## config.mk

```make
export PLATFORM = sky130hd
export DESIGN_NAME = rpic_top
export DESIGN_NICKNAME = d
export VERILOG_FILES = /design/src/rtl/rpic_pkg.sv /design/src/rtl/rpic_prio_find.sv /design/src/rtl/rpic_vector.sv /design/src/rtl/rpic_top.sv
export SDC_FILE = /design/constraint.sdc
export NUM_CORES = 1
export LEC_CHECK = 0
export BUFFER_PORTS_ARGS = -buffer_cell sky130_fd_sc_hd__buf_2
export CORE_UTILIZATION = 55
export CTS_CLUSTER_DIAMETER = 200
export DETAILED_ROUTE_END_ITERATION = 7
export PLACE_DENSITY = 0.77
export SLEW_MARGIN = 20
export SYNTH_ARGS = -nofsm -noshare
export SYNTH_HDL_FRONTEND = slang
export SYNTH_SLANG_ARGS = --single-unit
```

## constraint.sdc

```tcl
create_clock -name clk -period 12.9 [get_ports clk]
set_clock_uncertainty 0.1 [all_clocks]
set_input_delay 3.225 -clock clk [delete_from_list [all_inputs] [get_ports clk]]
set_output_delay 3.225 -clock clk [all_outputs]
set_load 0.02 [all_outputs]
```

## src/rtl/rpic_pkg.sv

```systemverilog
package rpic_pkg;
  localparam logic [1:0] A_MASK = 2'd0;
  localparam logic [1:0] A_CMD  = 2'd1;
  localparam logic [1:0] A_CFG  = 2'd2;

  typedef enum logic [2:0] {
    OP_NOP    = 3'd0,
    OP_EOI    = 3'd1,
    OP_SETBOT = 3'd2,
    OP_SEOI   = 3'd3,
    OP_AUTO   = 3'd4,
    OP_SMM    = 3'd5,
    OP_RDSEL  = 3'd6
  } cmd_op_e;
endpackage

```

## src/rtl/rpic_prio_find.sv

```systemverilog
// Finds the first set bit of req, scanning upward from level `top` with wrap.
module rpic_prio_find #(
  parameter int N  = 8,
  parameter int LW = $clog2(N)
) (
  input  logic [N-1:0]  req,
  input  logic [LW-1:0] top,
  output logic          found,
  output logic [LW-1:0] lvl,
  output logic [LW-1:0] rank
);
  always_comb begin
    found = 1'b0;
    lvl   = '0;
    rank  = '0;
    for (int k = N - 1; k >= 0; k--) begin
      logic [LW-1:0] idx;
      idx = top + LW'(k);
      if (req[idx]) begin
        found = 1'b1;
        lvl   = idx;
        rank  = LW'(k);
      end
    end
  end
endmodule

```

## src/rtl/rpic_vector.sv

```systemverilog
module rpic_vector #(
  parameter int N  = 8,
  parameter int DW = 8,
  parameter int LW = $clog2(N)
) (
  input  logic [DW-1:0] cfg,
  input  logic [LW-1:0] lvl,
  output logic [DW-1:0] vec
);
  localparam int SH4 = $clog2(4 * N);
  localparam int SH8 = $clog2(8 * N);

  logic [DW-1:0] base_al, offs;

  always_comb begin
    if (cfg[0]) begin
      base_al = (cfg >> SH8) << SH8;
      offs    = DW'(lvl) << 3;
    end else begin
      base_al = (cfg >> SH4) << SH4;
      offs    = DW'(lvl) << 2;
    end
    vec = base_al + offs;
  end
endmodule

```

## src/rtl/rpic_top.sv

```systemverilog
module rpic_top #(
  parameter int N  = 8,
  parameter int DW = 8,
  parameter int LW = $clog2(N)
) (
  input  logic          clk,
  input  logic          rst_n,
  input  logic [N-1:0]  ir,
  input  logic          wr_en,
  input  logic [1:0]    addr,
  input  logic [DW-1:0] wdata,
  output logic [DW-1:0] rdata,
  output logic          irq,
  input  logic          inta,
  output logic          vec_valid,
  output logic [DW-1:0] vec
);
  import rpic_pkg::*;

  logic [N-1:0]  irr_q, isr_q, mask_q;
  logic [LW-1:0] bot_q;
  logic          auto_q, smm_q, rdsel_q;
  logic [DW-1:0] cfg_q;

  logic [LW-1:0] top;
  logic [N-1:0]  pend, blk;
  logic          p_found, b_found, r_found;
  logic [LW-1:0] p_lvl, b_lvl, r_lvl, p_rank, b_rank, r_rank;
  logic [DW-1:0] vec_c;

  assign top  = bot_q + LW'(1);
  assign pend = irr_q & ~mask_q;
  assign blk  = smm_q ? (isr_q & ~mask_q) : isr_q;

  rpic_prio_find #(.N(N), .LW(LW)) u_pend (
    .req(pend), .top(top), .found(p_found), .lvl(p_lvl), .rank(p_rank));
  rpic_prio_find #(.N(N), .LW(LW)) u_blk (
    .req(blk), .top(top), .found(b_found), .lvl(b_lvl), .rank(b_rank));
  rpic_prio_find #(.N(N), .LW(LW)) u_raw (
    .req(isr_q), .top(top), .found(r_found), .lvl(r_lvl), .rank(r_rank));

  rpic_vector #(.N(N), .DW(DW), .LW(LW)) u_vec (
    .cfg(cfg_q), .lvl(p_lvl), .vec(vec_c));

  assign irq = p_found && (!b_found || (p_rank < b_rank));

  // Command decode
  cmd_op_e       op;
  logic          is_cmd, ack_ok;
  logic [LW-1:0] cmd_lvl;
  logic [N-1:0]  isr_clr, isr_set, irr_clr;

  assign is_cmd  = wr_en && (addr == A_CMD);
  assign op      = cmd_op_e'(wdata[7:5]);
  assign cmd_lvl = wdata[LW-1:0];
  assign ack_ok  = inta && irq;

  always_comb begin
    isr_clr = '0;
    isr_set = '0;
    irr_clr = '0;
    if (is_cmd && op == OP_EOI && r_found) isr_clr[r_lvl] = 1'b1;
    if (is_cmd && op == OP_SEOI)           isr_clr[cmd_lvl] = 1'b1;
    if (ack_ok) begin
      isr_set[p_lvl] = 1'b1;
      irr_clr[p_lvl] = 1'b1;
    end
  end

  always_ff @(posedge clk) begin
    if (!rst_n) begin
      irr_q     <= '0;
      isr_q     <= '0;
      mask_q    <= '0;
      bot_q     <= LW'(N - 1);
      auto_q    <= 1'b0;
      smm_q     <= 1'b0;
      rdsel_q   <= 1'b0;
      cfg_q     <= '0;
      vec_valid <= 1'b0;
      vec       <= '0;
    end else begin
      irr_q     <= (irr_q & ~irr_clr) | ir;
      isr_q     <= (isr_q & ~isr_clr) | isr_set;
      vec_valid <= ack_ok;
      if (ack_ok) vec <= vec_c;
      if (wr_en && addr == A_MASK) mask_q <= wdata[N-1:0];
      if (wr_en && addr == A_CFG)  cfg_q  <= wdata;
      if (is_cmd) begin
        case (op)
          OP_EOI:    if (auto_q && r_found) bot_q <= r_lvl;
          OP_SETBOT: bot_q   <= cmd_lvl;
          OP_SEOI:   bot_q   <= cmd_lvl;
          OP_AUTO:   auto_q  <= wdata[0];
          OP_SMM:    smm_q   <= wdata[0];
          OP_RDSEL:  rdsel_q <= wdata[0];
          default:   ;
        endcase
      end
    end
  end

  always_comb begin
    case (addr)
      A_MASK:  rdata = DW'(mask_q);
      A_CMD:   rdata = rdsel_q ? DW'(isr_q) : DW'(irr_q);
      A_CFG:   rdata = cfg_q;
      default: rdata = '0;
    endcase
  end
endmodule

```

After elaboration in Yosys (flattened, before gate mapping)
Cells that the tools add are included.
Storage, ports and cells
  output and inout port bits: 18
  word-level logic and storage cells: 194
  flip-flop bits (word level): 47
Cells by class
  eq/ne operators: 9
  bitwise operators: 10
  add/subtract/negate cells: 9
  $lt $le $gt $ge: 15
  reductions and logical operators: 21
  mux-type cells: 120
Operators with widths (count)
  2-to-1 mux 3 bit: 33
  binary-select mux 1 bit (select 3 bit): 24
  2-to-1 mux 1 bit: 51
  less-than comparator 3 x 4 -> 1 bit, second input constant: 11
  2-to-1 mux 8 bit: 5
  AND 8 bit: 4
  NOT 8 bit: 3
  bitwise OR 8 bit: 3
  one-hot mux 8 bit (3 select lines): 1
  adder 3 bit, second input constant: 4
  logical AND 1 bit: 12
  2-to-1 mux 6 bit: 2
  demux 1 bit (select 3 bit): 3
  == test 3 bit, second input constant: 3
  >= comparator 3 x 1 -> 1 bit, second input constant: 3
  adder 8 x 6 -> 8 bit: 1
  adder 3 x 1 -> 3 bit, second input constant: 2
  adder 3 x 2 -> 3 bit, second input constant: 2
  == test 3 x 2 -> 1 bit, second input constant: 2
  one-hot mux 3 bit (2 select lines): 1
  AND reduction 2 bit: 3
  == test 3 x 1 -> 1 bit, second input constant: 1
  less-than comparator 3 bit: 1
  AND reduction 3 bit: 1
  other kinds (8): 8

Longest topological paths before layout
  word-level depth: 22
  gate-level depth with buffers: 20
  depth with buffers taken out: 15

Hierarchy
From an unflattened synthesis, not the netlist that was laid out.
Second synthesis, totals
  cell total of the unflattened synthesis: 595
  area, all modules: 5387.7 um^2
By module, submodules not included
  rpic_prio_find: area an instance 920.9 um^2, instances 3, cells each 103, seq. area each 0.0 um^2
  rpic_top: area an instance 2542.4 um^2, instances 1, cells each 277, seq. area each 940.9 um^2
  rpic_vector: area an instance 82.6 um^2, instances 1, cells each 9, seq. area each 0.0 um^2

Worst setup path after synthesis
OpenSTA, ideal clock, no wires.
  kind: in2out
  start point: input addr[1]
  end point: output rdata[0]
  path slack: 5445 ps
  path buffers: 1
  arrival: 4130 ps
  stages on the path: 3
  data required time: 9575 ps
  path through: clkbuf_1 > mux2i_1 > o22ai_1
Between the ends
  cells in the longest elaborated chain, start to end: 2
  elaborated cells on any way between the ends: 4
  classes of those cells: eq/ne (2); mux (1); reduce/logical (1)
RTL lines
  from (decl): RTL line rpic_top.sv:10  | input logic [1:0] addr,
  == test 2 bit (tied with other cells): RTL line rpic_top.sv:104  | case (addr)
  one-hot mux 8 bit (3 select lines) *: RTL line rpic_top.sv:104
  to (decl): RTL line rpic_top.sv:12  | output logic [DW-1:0] rdata,
Mark *: on every way between the ends. The rest lies on a longest branch, timed or not.

Final worst setup path
  start point: register bot_q[0]
  end point: output irq
Between the ends
  cells in the longest elaborated chain, start to end: 15
  elaborated cells on any way between the ends: 76
  classes of those cells: add/sub (8); order compare (1); mux (64); reduce/logical (3)
RTL lines
  from (decl): RTL line rpic_top.sv:21  | logic [LW-1:0] bot_q;
  from (signal assigned): RTL line rpic_top.sv:75  | bot_q <= LW'(N - 1);
  from (signal assigned): RTL line rpic_top.sv:91  | OP_EOI: if (auto_q && r_found) bot_q <= r_lvl;
  from (signal assigned): RTL line rpic_top.sv:92  | OP_SETBOT: bot_q <= cmd_lvl;
  adder 3 x 1 -> 3 bit *: RTL line rpic_top.sv:31  | assign top = bot_q + LW'(1);
  adder 3 bit: RTL line rpic_prio_find.sv:18  | idx = top + LW'(k);
  binary-select mux 1 bit (select 3 bit): RTL line rpic_prio_find.sv:19  | if (req[idx]) begin
  2-to-1 mux 1 bit (implied by the code): RTL line rpic_prio_find.sv:19
  2-to-1 mux 3 bit / 2-to-1 mux 1 bit (equally long branches) (8 in a row): RTL line rpic_prio_find.sv:19
  less-than comparator 3 bit / zero test 1 bit (equally long branches): RTL line rpic_top.sv:45  | assign irq = p_found && (!b_found || (p_rank < b_rank));
  logical OR 1 bit: RTL line rpic_top.sv:45
  logical AND 1 bit *: RTL line rpic_top.sv:45
  to (decl): RTL line rpic_top.sv:13  | output logic irq,
Mark *: on every way between the ends. The rest lies on a longest branch, timed or not. The select of a mux whose other input is x is not followed.

==> impl_results.md <==
- Flip-flop and latch count after synthesis: 45
- Post-route minimum period: around 8000 ps
- Cell area after synthesis: 4451 um2
- Largest net degree at the start of global routing: 50
- Post-Syn Instances: 517
- Slowest cell on the critical path: sky130_fd_sc_hd__ha_2
- Max-slew headroom at the worst pin: 0.2772
- Setup slack on the worst flop-to-flop path: 7780 ps
- Root buffer selected by CTS: sky130_fd_sc_hd__clkbuf_8
- Outcome: finished clean
- Portion of the post-synthesis area used by sequential elements: 0.2024
- Number of buffers inserted during clock tree synthesis: 5
- Number of placement rows: 32
- Residual DRC: 0
- Per-cell via count in the routed design: 6.830
- Synth Flop Type: sky130_fd_sc_hd__dfxtp_1
- Crit path DAT: 4640 ps
- TritonCTS clock tree: yes
- Post-layout utilization of the core: 0.6062
- Core box area: 7767 um2
- Insertion delay of the later-clocked pin in the worst-skew pair: ~290 ps
- Chip height: 91.96 um
- Final hold violations: 0
- Crit end category: primary output
- Total Negative Setup Slacks: 0 ps
- Worst-path cell chain: inv_2, ha_2, mux4_2, and2_1, o21ba_2, nand2b_1, a21boi_0, ha_1, o21a_1, o32ai_1, a21oi_1, a41oi_1, buf_2
- Initial core utilization: 0.5730
- Full die area: 8456 um2
- Number of resized instances in the post-cts repair step: 0
- IR drop worst, VDD: 119.5 uV
- Total routing usage reported by global routing: 0.2935
- First-pass iteration count of the detailed router: 6
- Crit path kind: reg2out
- CTS H-Tree Depth: 2
- Upper clock frequency limit: roughly 0.13 GHz
- Pwr/cell area: 134.4 nW/um2
- Worst Max-Slew Pin Slew: ~1100 ps
- Count of endpoints failing setup in the final report: 0
- Final worst path period share: 0.6174
- Number of clock sinks seen by CTS: 45
- Count of cell types in the netlist: 67
- Path class of the lowest-slack min-delay path: reg2reg
- Fraction of synthesis flops using an asynchronous set or reset pin: 0
- Count of antenna diodes in the layout: 0
- Post CTS Setup Buffer Count: 0
- Setup repair after global routing missed its margin: no
- Number of global-route vias before repair: a little under 4,000
- Worst-case clock buffer depth: 2
- Max-cap check violation count: 0
- Clock slew at the register clock pins of the worst setup and hold paths: around 80 ps
- Post-detail-place hpwl: 9.264 mm
- Instance area after placement: around 4600 um2
- Initial antenna violation count: 0
- Global route total overflow: 0
- Number of port buffers: 37
- Required time reported for the critical path endpoint: 9570 ps
- Reported leakage power: between 1.5 and 2 nW
- Slew Viols, Final: 0
- Mean cell area of the mapped netlist: 8.608 um2
- CP Buf/Inv Count: 2
- Final worst slack: approximately 4900 ps
- Mean routed wirelength per cell: about 19 um
- # nets final: 559
- Final wirelength: 12.34 mm
- Floorplan die width: 91.96 um
- Count of yosys warnings during synthesis: 0
- Top fanout value on the critical path: 49
- Placement-stage worst setup slack: 5269 ps
- Count of routing violations after the opening detailed-route iteration: 356
- Crit-path max cell delay: 1010 ps
- Number of flops mapped to enable cells by yosys: 0
- Number of vias in the routed layout: 4,337
- Synthesis-to-finish area growth: 5.792%
- Global-route wire length before repair: 19.70 mm
- Area of all placed cells without fillers: 4708 um2
- DRT antenna net count: 0
- Share of cells above drive strength 1: 0.1895
- Worst setup SP type: flop
- Num ports: 40
- Hold-fix buffers at CTS: 0
- Gpl congestion: 0.9012
- Total power draw: around 0.00063 W
- Crit-path leading delay family: adder cells
-- flip-flops by register name, summed over array words and instances, names as in the netlist --
signal / count
vec_valid: 1
cfg_q: 8
rdsel_q: 1
bot_q: 3
vec: 6
mask_q: 8
smm_q: 1
isr_q: 8
auto_q: 1
irr_q: 8
-- worst min-delay path: stages (launching register included) --
cell and delay [ps]:
sky130_fd_sc_hd__dfxtp_1 320, sky130_fd_sc_hd__nand2_1 50, sky130_fd_sc_hd__a21oi_1 50
-- logic make-up after synthesis --
kind of cell             count (synthesis)  share of synthesized area
AO/OA/AOI/OAI                          142                     0.2201
XOR/XNOR                                 8                    0.02390
adder cells (fa/ha/maj)                  5                    0.01406
buffers and inverters                   51                    0.05285
flip-flops                              45                     0.2024
multiplexers                           102                     0.3022
other                                    1                  0.0008426
AND/OR/NAND/NOR                        163                     0.1836
-- power breakdown --
group / total (W) / internal, W / switching [W] / leakage, nW
Sequential: 0.000182 / 0.000158 / 0.0000245 / 0.368
Clock: 0.0000843 / 0.0000386 / 0.0000457 / 0.0395
Combinational: 0.000367 / 0.000152 / 0.000215 / 1.54
-- layout by cell type, fill, tap and decap left out, types with 3 or more instances in the layout --
cell type                  instances
sky130_fd_sc_hd__a21oi_1          29
sky130_fd_sc_hd__buf_2            37
sky130_fd_sc_hd__or3_1             3
sky130_fd_sc_hd__nor2b_1          22
sky130_fd_sc_hd__conb_1            3
sky130_fd_sc_hd__a22oi_1           3
sky130_fd_sc_hd__nand2_1          36
sky130_fd_sc_hd__mux2i_1          62
sky130_fd_sc_hd__clkbuf_8          5
sky130_fd_sc_hd__buf_4             4
sky130_fd_sc_hd__o22ai_1          12
sky130_fd_sc_hd__a211oi_1          4
sky130_fd_sc_hd__mux4_2           24
sky130_fd_sc_hd__o21ai_0          19
sky130_fd_sc_hd__nor2_1           41
sky130_fd_sc_hd__a32oi_1           3
sky130_fd_sc_hd__ha_1              4
sky130_fd_sc_hd__or2_2             5
sky130_fd_sc_hd__mux2_2           15
sky130_fd_sc_hd__and3_1            3
sky130_fd_sc_hd__dfxtp_1          45
sky130_fd_sc_hd__a21boi_0         10
sky130_fd_sc_hd__inv_1            13
sky130_fd_sc_hd__nor3b_1           4
sky130_fd_sc_hd__nand3b_1          4
sky130_fd_sc_hd__a221oi_1          4
sky130_fd_sc_hd__clkbuf_1          3
sky130_fd_sc_hd__nand3_1           8
sky130_fd_sc_hd__and2_1            6
sky130_fd_sc_hd__nand2b_1         17
sky130_fd_sc_hd__nor3_1            8
sky130_fd_sc_hd__o311ai_0          4
sky130_fd_sc_hd__a21o_1            6
sky130_fd_sc_hd__o211ai_1          9
sky130_fd_sc_hd__a31oi_1          13
sky130_fd_sc_hd__nor4_1            4
sky130_fd_sc_hd__xor2_1            3
-- through the flow --
| stage | cells | hold slack (ps) |
|---|---|---|
| floorplan | 519 | 361.6 |
| global placement | 627 | 341.2 |
| detailed placement | 627 | 346.5 |
| CTS | 635 | 359.2 |
| global route | 635 | 388.9 |
| finish | 635 | 364.8 |
-- synthesized netlist by cell type (3+ instances only) --
library cell / n / area, um2
sky130_fd_sc_hd__nor2_1: 41 / 153.9
sky130_fd_sc_hd__nand2b_1: 17 / 106.4
sky130_fd_sc_hd__mux4_2: 24 / 540.5
sky130_fd_sc_hd__inv_1: 13 / 48.80
sky130_fd_sc_hd__buf_4: 4 / 30.03
sky130_fd_sc_hd__buf_2: 10 / 50.05
sky130_fd_sc_hd__mux2i_1: 62 / 620.6
sky130_fd_sc_hd__and2_1: 6 / 37.54
sky130_fd_sc_hd__nor4_1: 4 / 25.02
sky130_fd_sc_hd__or3_1: 3 / 18.77
sky130_fd_sc_hd__mux2_2: 15 / 168.9
sky130_fd_sc_hd__or2_2: 5 / 31.28
sky130_fd_sc_hd__ha_1: 5 / 62.56
sky130_fd_sc_hd__xor2_1: 3 / 26.28
sky130_fd_sc_hd__o311ai_0: 4 / 35.03
sky130_fd_sc_hd__dfxtp_1: 45 / 900.9
sky130_fd_sc_hd__a32oi_1: 3 / 26.28
sky130_fd_sc_hd__o211ai_1: 9 / 67.56
sky130_fd_sc_hd__nand2_1: 36 / 135.1
sky130_fd_sc_hd__nand3b_1: 4 / 30.03
sky130_fd_sc_hd__a31oi_1: 13 / 81.33
sky130_fd_sc_hd__a21boi_0: 10 / 75.07
sky130_fd_sc_hd__nand3_1: 8 / 40.04
sky130_fd_sc_hd__a211oi_1: 4 / 30.03
sky130_fd_sc_hd__a21oi_1: 29 / 145.1
sky130_fd_sc_hd__a21o_1: 6 / 45.04
sky130_fd_sc_hd__clkbuf_1: 12 / 45.04
sky130_fd_sc_hd__o21ai_0: 19 / 95.09
sky130_fd_sc_hd__o22ai_1: 12 / 75.07
sky130_fd_sc_hd__nor3_1: 8 / 40.04
sky130_fd_sc_hd__a22oi_1: 3 / 22.52
sky130_fd_sc_hd__nor2b_1: 22 / 137.6
sky130_fd_sc_hd__a221oi_1: 4 / 35.03
sky130_fd_sc_hd__buf_1: 6 / 22.52
sky130_fd_sc_hd__and3_1: 3 / 18.77
sky130_fd_sc_hd__nor3b_1: 4 / 30.03
-- per-layer routing --
| metal | global-route usage | wire length, um | vias up | share of wire |
|---|---|---|---|---|
| li1 | - | - | 1985 | - |
| met1 | 0.3889 | 5150 | 2062 | 0.42 |
| met2 | 0.4919 | 5792 | 252 | 0.47 |
| met3 | 0.03483 | 1034 | 38 | 0.084 |
| met4 | 0.1055 | 359 | 0 | 0.029 |
| met5 | 0 | 0 | - | 0 |
-- worst paths after layout --
check	end	from	cells after the start
worst max-delay path	irq	bot_q[0]	13
worst min-delay path	vec[2]	vec[2]	2
worst max register to register	isr_q[7]	bot_q[0]	15
worst min register to register	vec[2]	vec[2]	2
-- layout make-up --
class / instances / area (um2)
sequential: 45 / 900.9
clock buffer: 8 / 80.08
multi-input combinational: 423 / 3324
fill: 696 / 3059
tap: 102 / 127.6
timing repair buffer: 41 / 215.2
inverter: 16 / 60.06
Note: power is estimated with default switching activity, not from simulation.
